**config.mk**
```make
export PLATFORM = sky130hd
export DESIGN_NAME = int2f_conv
export DESIGN_NICKNAME = d
export VERILOG_FILES = /design/src/rtl/int2f_pkg.sv /design/src/rtl/int2f_precond.sv /design/src/rtl/int2f_norm.sv /design/src/rtl/int2f_round.sv /design/src/rtl/int2f_conv.sv
export SDC_FILE = /design/constraint.sdc
export NUM_CORES = 1
export LEC_CHECK = 0
export BUFFER_PORTS_ARGS = -buffer_cell sky130_fd_sc_hd__clkbuf_2
export CAP_MARGIN = 10
export CORE_MARGIN = 2
export CORE_UTILIZATION = 60
export CTS_BUF_LIST = sky130_fd_sc_hd__clkbuf_4 sky130_fd_sc_hd__clkbuf_8 sky130_fd_sc_hd__clkbuf_16
export CTS_CLUSTER_SIZE = 20
export DETAILED_ROUTE_END_ITERATION = 7
export PLACE_DENSITY = 0.79
export SETUP_SLACK_MARGIN = 0.5
export SKIP_LAST_GASP = 1
export SYNTH_ARGS = -nofsm -noshare
export SYNTH_HDL_FRONTEND = slang
export SYNTH_SLANG_ARGS = --single-unit
```
**constraint.sdc**
```tcl
create_clock -name clk -period 6.3 [get_ports clk]
set_clock_uncertainty 0.15 [all_clocks]
set_input_delay 1.26 -clock clk [delete_from_list [all_inputs] [get_ports clk]]
set_output_delay 1.26 -clock clk [all_outputs]
set_load 0.005 [all_outputs]
```
**src/rtl/int2f_pkg.sv**
```systemverilog
package int2f_pkg;
    // Default geometry of the conversion
    localparam int INT_W    = 64;   // integer operand width
    localparam int MID_SIG  = 53;   // intermediate significand width
    localparam int SGL_SIG  = 24;   // final significand width, hidden bit included
    localparam int SGL_EXP  = 8;    // final exponent field width
    localparam int SGL_BIAS = 127;  // final exponent bias
endpackage

```
**src/rtl/int2f_precond.sv**
```systemverilog
// Sticky conditioning: when the operand is not exact in KEEP bits and its
// low (W-KEEP) bits are not all zero, replace them with a single sticky one
// one place above them.
module int2f_precond #(
    parameter int W    = 64,
    parameter int KEEP = 53
) (
    input  logic [W-1:0] op_i,
    output logic [W-1:0] op_o
);
    localparam int LOWB = W - KEEP;

    logic [W-1:0] hi_inc;
    logic         wide;
    logic         low_nz;

    always_comb begin
        hi_inc = $unsigned($signed(op_i) >>> KEEP) + W'(1);
        wide   = hi_inc > W'(1);
        low_nz = |op_i[LOWB-1:0];
        op_o   = op_i;
        if (wide && low_nz) begin
            op_o = {op_i[W-1:LOWB+1], 1'b1, {LOWB{1'b0}}};
        end
    end
endmodule

```
**src/rtl/int2f_norm.sv**
```systemverilog
// Leading-one search and left justification of an unsigned magnitude.
module int2f_norm #(
    parameter int W  = 64,
    parameter int PW = $clog2(W)
) (
    input  logic [W-1:0]  mag_i,
    output logic [W-1:0]  norm_o,
    output logic [PW-1:0] lead_o
);
    always_comb begin
        lead_o = '0;
        for (int i = 0; i < W; i++) begin
            if (mag_i[i]) lead_o = PW'(i);
        end
        norm_o = mag_i << (PW'(W - 1) - lead_o);
    end
endmodule

```
**src/rtl/int2f_round.sv**
```systemverilog
// Round-to-nearest-even of a left-justified fraction to KEEP bits.
module int2f_round #(
    parameter int W    = 64,
    parameter int KEEP = 24,
    parameter int EW   = 7
) (
    input  logic [W-1:0]    frac_i,
    input  logic [EW-1:0]   exp_i,
    output logic [KEEP-1:0] sig_o,
    output logic [EW-1:0]   exp_o,
    output logic            inexact_o
);
    localparam int DROP = W - KEEP;

    logic            guard;
    logic            sticky;
    logic            bump;
    logic [KEEP:0]   sum;

    always_comb begin
        guard     = frac_i[DROP-1];
        sticky    = |frac_i[DROP-2:0];
        bump      = guard & (sticky | frac_i[DROP]);
        sum       = {1'b0, frac_i[W-1:DROP]} + (KEEP+1)'(bump);
        inexact_o = guard | sticky;
        if (sum[KEEP]) begin
            sig_o = {1'b1, {(KEEP-1){1'b0}}};
            exp_o = exp_i + EW'(1);
        end else begin
            sig_o = sum[KEEP-1:0];
            exp_o = exp_i;
        end
    end
endmodule

```
**src/rtl/int2f_conv.sv**
```systemverilog
module int2f_conv
    import int2f_pkg::*;
#(
    parameter int W     = INT_W,
    parameter int MIDS  = MID_SIG,
    parameter int SIGS  = SGL_SIG,
    parameter int EXPW  = SGL_EXP,
    parameter int BIAS  = SGL_BIAS
) (
    input  logic                 clk,
    input  logic                 rst_n,
    input  logic                 in_valid,
    input  logic [W-1:0]         in_int,
    output logic                 out_valid,
    output logic [EXPW+SIGS-1:0] out_float,
    output logic                 out_inexact
);
    localparam int PW   = $clog2(W);
    localparam int POSW = PW + 1;
    localparam int FW   = EXPW + SIGS;
    localparam int MIDD = W - MIDS;

    typedef struct packed {
        logic            a_valid;
        logic            a_sign;
        logic [POSW-1:0] a_pos;
        logic [W-1:0]    a_norm;
        logic            b_valid;
        logic [FW-1:0]   b_res;
        logic            b_inexact;
    } pipe_t;

    pipe_t pipe_d, pipe_q;

    logic [W-1:0]    cond_op;
    logic [W-1:0]    mag;
    logic [W-1:0]    norm;
    logic [PW-1:0]   lead;
    logic [MIDS-1:0] mid_sig;
    logic [POSW-1:0] mid_pos;
    logic            mid_inexact;
    logic [SIGS-1:0] fin_sig;
    logic [POSW-1:0] fin_pos;
    logic            fin_inexact;

    int2f_precond #(.W(W), .KEEP(MIDS)) u_precond (
        .op_i (in_int),
        .op_o (cond_op)
    );

    assign mag = cond_op[W-1] ? (~cond_op + W'(1)) : cond_op;

    int2f_norm #(.W(W), .PW(PW)) u_norm (
        .mag_i  (mag),
        .norm_o (norm),
        .lead_o (lead)
    );

    int2f_round #(.W(W), .KEEP(MIDS), .EW(POSW)) u_round_mid (
        .frac_i    (pipe_q.a_norm),
        .exp_i     (pipe_q.a_pos),
        .sig_o     (mid_sig),
        .exp_o     (mid_pos),
        .inexact_o (mid_inexact)
    );

    int2f_round #(.W(W), .KEEP(SIGS), .EW(POSW)) u_round_fin (
        .frac_i    ({mid_sig, {MIDD{1'b0}}}),
        .exp_i     (mid_pos),
        .sig_o     (fin_sig),
        .exp_o     (fin_pos),
        .inexact_o (fin_inexact)
    );

    always_comb begin
        pipe_d         = pipe_q;
        // stage A: condition, take magnitude, justify
        pipe_d.a_valid = in_valid;
        pipe_d.a_sign  = cond_op[W-1];
        pipe_d.a_pos   = {1'b0, lead};
        pipe_d.a_norm  = norm;
        // stage B: two rounding steps and packing
        pipe_d.b_valid = pipe_q.a_valid;
        if (fin_sig[SIGS-1]) begin
            pipe_d.b_res     = {pipe_q.a_sign,
                                EXPW'(BIAS) + EXPW'(fin_pos),
                                fin_sig[SIGS-2:0]};
            pipe_d.b_inexact = mid_inexact | fin_inexact;
        end else begin
            pipe_d.b_res     = '0;
            pipe_d.b_inexact = 1'b0;
        end
    end

    always_ff @(posedge clk or negedge rst_n) begin
        if (!rst_n) begin
            pipe_q <= '0;
        end else begin
            pipe_q <= pipe_d;
        end
    end

    assign out_valid   = pipe_q.b_valid;
    assign out_float   = pipe_q.b_res;
    assign out_inexact = pipe_q.b_inexact;
endmodule

```
==> run summary, run 1 <==
The synthesized area per cell came out at 7.574 µm². Summed over all layers, the global routing overflow is 14. For the via count of the first global-routing pass, the log shows 21660. The flow did not finish.

In this run, distinct cell masters in the synthesized netlist total 96. The number of rows created at floorplan is 55. The register bit total from synthesis was 106. The first error in the log reads "[ERROR GRT-0116] Global routing finished with congestion. Check the congestion regions in the DRC Viewer".

The count of H-tree levels built during CTS is 3. The tools report the starting density of the core as 61.02%. The tools report the cell at the root of the clock tree as clkbuf_16.

The first global-routing pass estimated 126.8 mm of wire. Sequential elements use 19.20% of the synthesized area. In the synthesized netlist the async set-or-reset flop fraction comes to 100.0%.

In the global route stage, overall resource usage came out at 67.55%. It got as far as global routing (5_1_grt) and failed there. The die is 155.7 µm wide.

After synthesis, the cell types taking the most area are dfrtp_1 19%, mux2i_1 9.5%, nor2_1 4.9%. The number of clock buffers added by TritonCTS is 9. The run gives 1824 as the cell count after synthesis. Entering global routing, the biggest net connects 86 pins. The cell area that synthesis handed to floorplanning was 13820 µm².

The die height is 155.7 µm. Number of buffer cells added on primary ports: 100. In this run, synthesis inferred 0 flip-flops with an integrated enable. The logs give 45.55 mm for the post-DP HPWL and 0 for the count of synthesis-stage warnings from yosys.

The most used flip-flop cell after synthesis is dfrtp_1. The largest total area in the synthesized netlist belongs to dfrtp_1. Clock tree synthesis found a total of 106 sinks. The congestion estimate from routability-driven global placement came to 1.044. Summed over its instances, the top area cell type makes up 19.20% of the synthesized netlist area. The maximum clock path buffer count was 2; the number of ports placed on the die boundary was 101.

Synthesis produced a netlist with a net count of 1899.
[logic make-up after synthesis]
group	count (synthesis)	synth area share (%)
AO/OA/AOI/OAI	495	25.10
XOR/XNOR	107	6.783
adder cells (fa/ha/maj)	8	0.7245
buffers and inverters	191	6.937
flip-flops	106	19.20
multiplexers	195	14.79
other	1	0.02714
AND/OR/NAND/NOR	721	26.44
[synth_stat cells, types with 8 or more instances]
cell type  instances
o41ai_1           19
buf_6              8
nand2_1          136
ha_1               8
o211ai_1          25
or3_1             28
nor2b_1           14
or2_2             21
a32oi_1            8
a211oi_1          26
nand3_1           68
mux2i_1          131
o31ai_1           19
buf_1              9
and3_1            23
clkbuf_1          77
xnor2_1           52
or4_1             13
nand4_1           31
o22ai_1           33
nor2_1           182
inv_1             29
nor4_1            42
a21oi_1           86
mux2_2            56
a21o_1            13
o21a_1            11
o221ai_1          12
and4_1             9
nor3_1            82
nand2b_1          16
o32ai_1            8
o21ai_0           78
and2_1            26
buf_2             25
nor3b_1            8
a31oi_1           25
buf_4             40
a221oi_1          10
dfrtp_1          106
o21ai_1           18
xor2_1            55
[routing by layer]
layer	GRT overflow	global-route usage (%)
met1	0	67.42
met2	4	90.75
met3	0	44.53
met4	10	66.14
met5	0	19.46
[per-stage QoR]
stage | cell area, µm² | worst slack [ns] | std cells | setup TNS [ns] | util, %
2_1_floorplan | 14170 | -0.3832 | 1824 | -11.64 | -
3_3_place_gp | 17510 | -1.167 | 2485 | -49.79 | 77.33
3_5_place_dp | 17510 | -1.350 | 2485 | -58.29 | 77.33
4_1_cts | 20080 | -0.3588 | 2599 | -13.16 | 88.69
[timing repair]
action	in CTS
hold buffers	0
endpoints found under the setup margin	97
hold endpoints to repair	0
pin swaps	86
gates resized for setup	292
cloned	5
buffers inserted	93
==> run 2: changes to the inputs <==
- CORE_UTILIZATION: 60 -> 40
- CTS_BUF_LIST: sky130_fd_sc_hd__clkbuf_4 sky130_fd_sc_hd__clkbuf_8 sky130_fd_sc_hd__clkbuf_16 -> not set
- CTS_CLUSTER_SIZE: 20 -> not set
- PLACE_DENSITY: 0.79 -> not set
- PLACE_DENSITY_LB_ADDON: not set -> 0.15
- SETUP_SLACK_MARGIN: 0.5 -> not set
==> run 2 against run 1 <==
  * The flow now finishes, with violations (negative setup slack)
  * Synthesized cell count unchanged
  * Synthesized area unchanged
==> run summary, run 2 <==
The finished layout holds 2834 standard cells, fillers aside. For the critical path arrival, the log shows 6.84 ns. The logs give 1899 (unchanged) for the synthesized netlist net count and 5 for the first-pass detailed-route iteration total. For the via count of the first global-routing pass, the log shows 16470.

Setup repair after global routing could not meet its margin everywhere. The number of rows created at floorplan was 68 (+24%). Number of antenna violations at the first check in global routing: 0. The biggest area contributor in the post-synthesis netlist is dfrtp_1. For the post-DP HPWL, the log shows 48.67 mm (+6.9%). The number of ports placed on the die boundary is 101 (unchanged), and the portion of total power attributed to sequential cells is 25.9%. For this run, the share of the core covered by cells in the final layout is 62.72%. The number of placed instances, taps included is 2699 (+8.6%), and the combined flip-flop and latch cell area is 2653 µm².

The DRC violation count after routing was 0. The cell with the most instances after synthesis is nor2_1. The cell count after synthesis is 1824 (unchanged), and the die width is 189.8 µm (+22%). The final-report max-slew violation count is 0. The total of hold buffers inserted after clock tree synthesis was 0 (unchanged); the static leakage was 8.924 nW. The run finished, with violations left.

In the final layout, the share of cells above drive strength 1 is 45.40%. The worst reg-to-reg setup slack was 0.47 ns. The tools report the launching point of the worst reg2reg path as pipe_q[39]. The worst-case IR drop observed on VDD is 0.2073 mV. The post-detailed-route wirelength per cell came out at 22.29 µm. The register bit total from synthesis came out at 106 (unchanged). The die height works out to 189.8 µm (+22%). Net switching is 41.24% of the power. The synthesized cell area is 13820 µm² (unchanged).

In the final layout, the multi-input gates occupy 12200 µm². The largest register by flop count is pipe_q. Relative to the synthesized area, the layout overhead comes to 55.65%.

Ranked by instance count, the synthesized netlist is headed by 182 x nor2_1, 136 x nand2_1, 131 x mux2i_1. For the global-route usage over all layers, the log shows 33.59%. Most frequent standard cell in the layout excluding fill and tap cells: buf_4. The critical path starts at in_int[58].

Entering global routing, the biggest net connects 73 pins. The distinct cell type count of the synthesized netlist was 96 (unchanged). On the critical path, the stage with the largest delay is an instance of a311o_2. Across the run, the number of max-cap violations was 0. The library cells used most frequently in the layout, excluding fill and tap cells, are 510 x buf_4, 163 x nor2_1, 123 x nand2_1. For the count of H-tree levels built during CTS, the log shows 3 (unchanged). Setup violations remaining at the end of the flow were counted as 59. The number of inserted filler cells in the final layout was 3012.

Among all flip-flop cells after synthesis, the most frequent one is dfrtp_1. The checks that failed: negative setup slack. TritonCTS sink count: 106 (unchanged). In this run the power spent charging and discharging nets is 1.553 mW. For the maximum operating frequency, the log shows 148.3 MHz.

The cell at the root of the clock tree is clkbuf_16. Counting stages on the worst path, the most repeated cell is buf_4. The logs give 0.2086 ns for the worst hold slack and 94.81 mm for the wire length of the first global-routing pass. Summed over all layers, the routed wires come to 63.17 mm.

The total count of hold-check failures in the final report is 0, and the post-synthesis sequential area ratio is 19.20% (unchanged). The number of flip-flops in the largest register came out at 71. STA classifies the critical path startpoint as an input pin. The share of total power dissipated in the clock network is 15.2%. Endpoint of the worst hold-timing path: out_valid.

Number of buffer cells added on primary ports: 100 (unchanged). In this run the critical register-to-register path is captured at out_float[9]. The worst hold path begins at pipe_d[33].

Measured against its own limit, the worst slew margin works out to 23.29%. Counting instances, the worst hold path has a depth of 0. Per report_power, the combinational group accounts for 58.9% of the total. The maximum clock path buffer count is 2 (unchanged). Post-synthesis async set-or-reset flop share: 100.0% (unchanged). The ratio of routed vias to standard cells was 6.085; the critical path required time was 6.40 ns. Clock-pin slew was measured on the worst setup and hold paths at 0.08 ns. The run gives 40.29% (-21 points) as the starting density of the core.

The worst setup path is of the in -> reg kind. For the worst flop-to-flop path, the logic depth is 27. By area the synthesized netlist is led by dfrtp_1 19%, mux2i_1 9.5%, nor2_1 4.9%. The core outline area is 34290 µm², and the number of synthesized flops with an enable pin is 0 (unchanged).

The later pin in the worst-skew pair is clocked with a latency of 0.36 ns. The number of nets at the end of the flow came out at 2449. The actual transition at the worst max-transition pin is 1.139 ns, and the total congestion overflow is 0.

The run gives 0 (unchanged) as the count of synthesis-stage warnings from yosys. The synthesized area per cell was 7.574 µm² (unchanged); the top fanout value on the critical path was 14. Worst hold path class: reg -> reg. Number of buffers created by CTS: 9 (unchanged). STA classifies the critical path endpoint as a flip-flop. TritonCTS built the clock tree.

The number of antenna diodes in the final layout is 0. The worst path needs 6.742 ns of the cycle, external delays included. The portion of the clock cycle consumed by the worst path in the final layout is 107.0%, and the worst stage delay on the critical path is 0.46 ns. For the antenna violation net count after detailed routing, the log shows 0.

The internal power of the cells totals 2.213 mW. The share of Yosys cell area claimed by the top area cell type was 19.20% (unchanged); the area of the die was 36040 µm². Detailed routing inserted a total of 17250 vias. The first-iteration detailed-routing DRC count was 1486. Worst path setup slack after routing: -0.4418 ns. For this design the ratio of total power to cell area is 175.1 nW/µm².

For the weighted congestion reported at the end of routability-driven placement, the log shows 0.9938 (-4.8%).
==> run 2: cell counts after synthesis <==
No cell type changed its count.
==> run 2: worst max path at each step <==
stage               cells past startpoint         end  slack, ns
floorplan                              27  pipe_q[93]      -0.38
global placement                       29  pipe_q[89]      -1.23
detailed placement                     29  pipe_q[89]      -1.29
CTS                                    27  pipe_q[52]      -0.42
global route                           28  pipe_q[96]      -0.62
finish                                 30  pipe_q[96]      -0.44
==> run 2: power by group through the flow <==
stage | registers (mW) | logic, mW | clock network [mW]
after floorplan | 0.914 | 1.02 | 0
after global placement | 0.980 | 1.68 | 0
after detailed placement | 0.983 | 1.69 | 0
after CTS | 0.969 | 2.01 | 0.580
after global routing | 0.990 | 2.35 | 0.603
final | 0.974 | 2.22 | 0.573
==> run 2: timing repair <==
action / in CTS / in global routing
endpoints found under the setup margin: 62 / 70
cloned: 5 / 3
setup buffers: 80 / 43
pin swaps: 59 / 67
gates resized for setup: 303 / 149
==> run 2: per-layer routing <==
metal / GRT usage [%] / wire [µm]
met3: 3.210 / 3576
met2: 58.94 / 30620
met1: 42.38 / 26000
met4: 13.21 / 2975
met5: 0 / 0
==> run 2: cell type report <==
cell class | count | area share (%)
inverters | 32 | 0.5818
well taps | 455 | 2.647
clock inverters | 7 | 0.3666
multi-input cells | 1527 | 56.72
flip-flops and latches | 106 | 12.33
repair buffers | 698 | 26.30
clock buffers | 9 | 1.047
==> run 2: cells by family after synthesis <==
| group | after synthesis | share of synthesized area (%) |
|---|---|---|
| and+or+nand+nor | 721 | 26.44 |
| buffers and inverters | 191 | 6.937 |
| xor gates and xnor gates | 107 | 6.783 |
| DFF | 106 | 19.20 |
| other | 1 | 0.02714 |
| adders and majority gates | 8 | 0.7245 |
| AOI/OAI and AO/OA | 495 | 25.10 |
| muxes | 195 | 14.79 |
==> run 2: worst max-delay path, delay by kind of cell <==
kind            cells  cell delay (ns)
buf+inv            10             1.37
compound gates      8             1.92
simple gates        9             1.71
fa+ha+maj           1             0.13
mux                 2             0.41
==> run 2: through the flow <==
step	worst slack, ns	cell area [µm²]	total power [mW]	TNS (ns)
2_1_floorplan	-0.3837	14090	1.938	-11.68
3_3_place_gp	-1.231	17960	2.661	-54.42
3_5_place_dp	-1.290	17960	2.672	-56.55
4_1_cts	-0.4158	20440	3.560	-15.98
5_1_grt	-0.6180	21500	3.946	-28.75
6_report	-0.4418	21500	3.765	-17.73
Power figures use the tool's default switching activity.
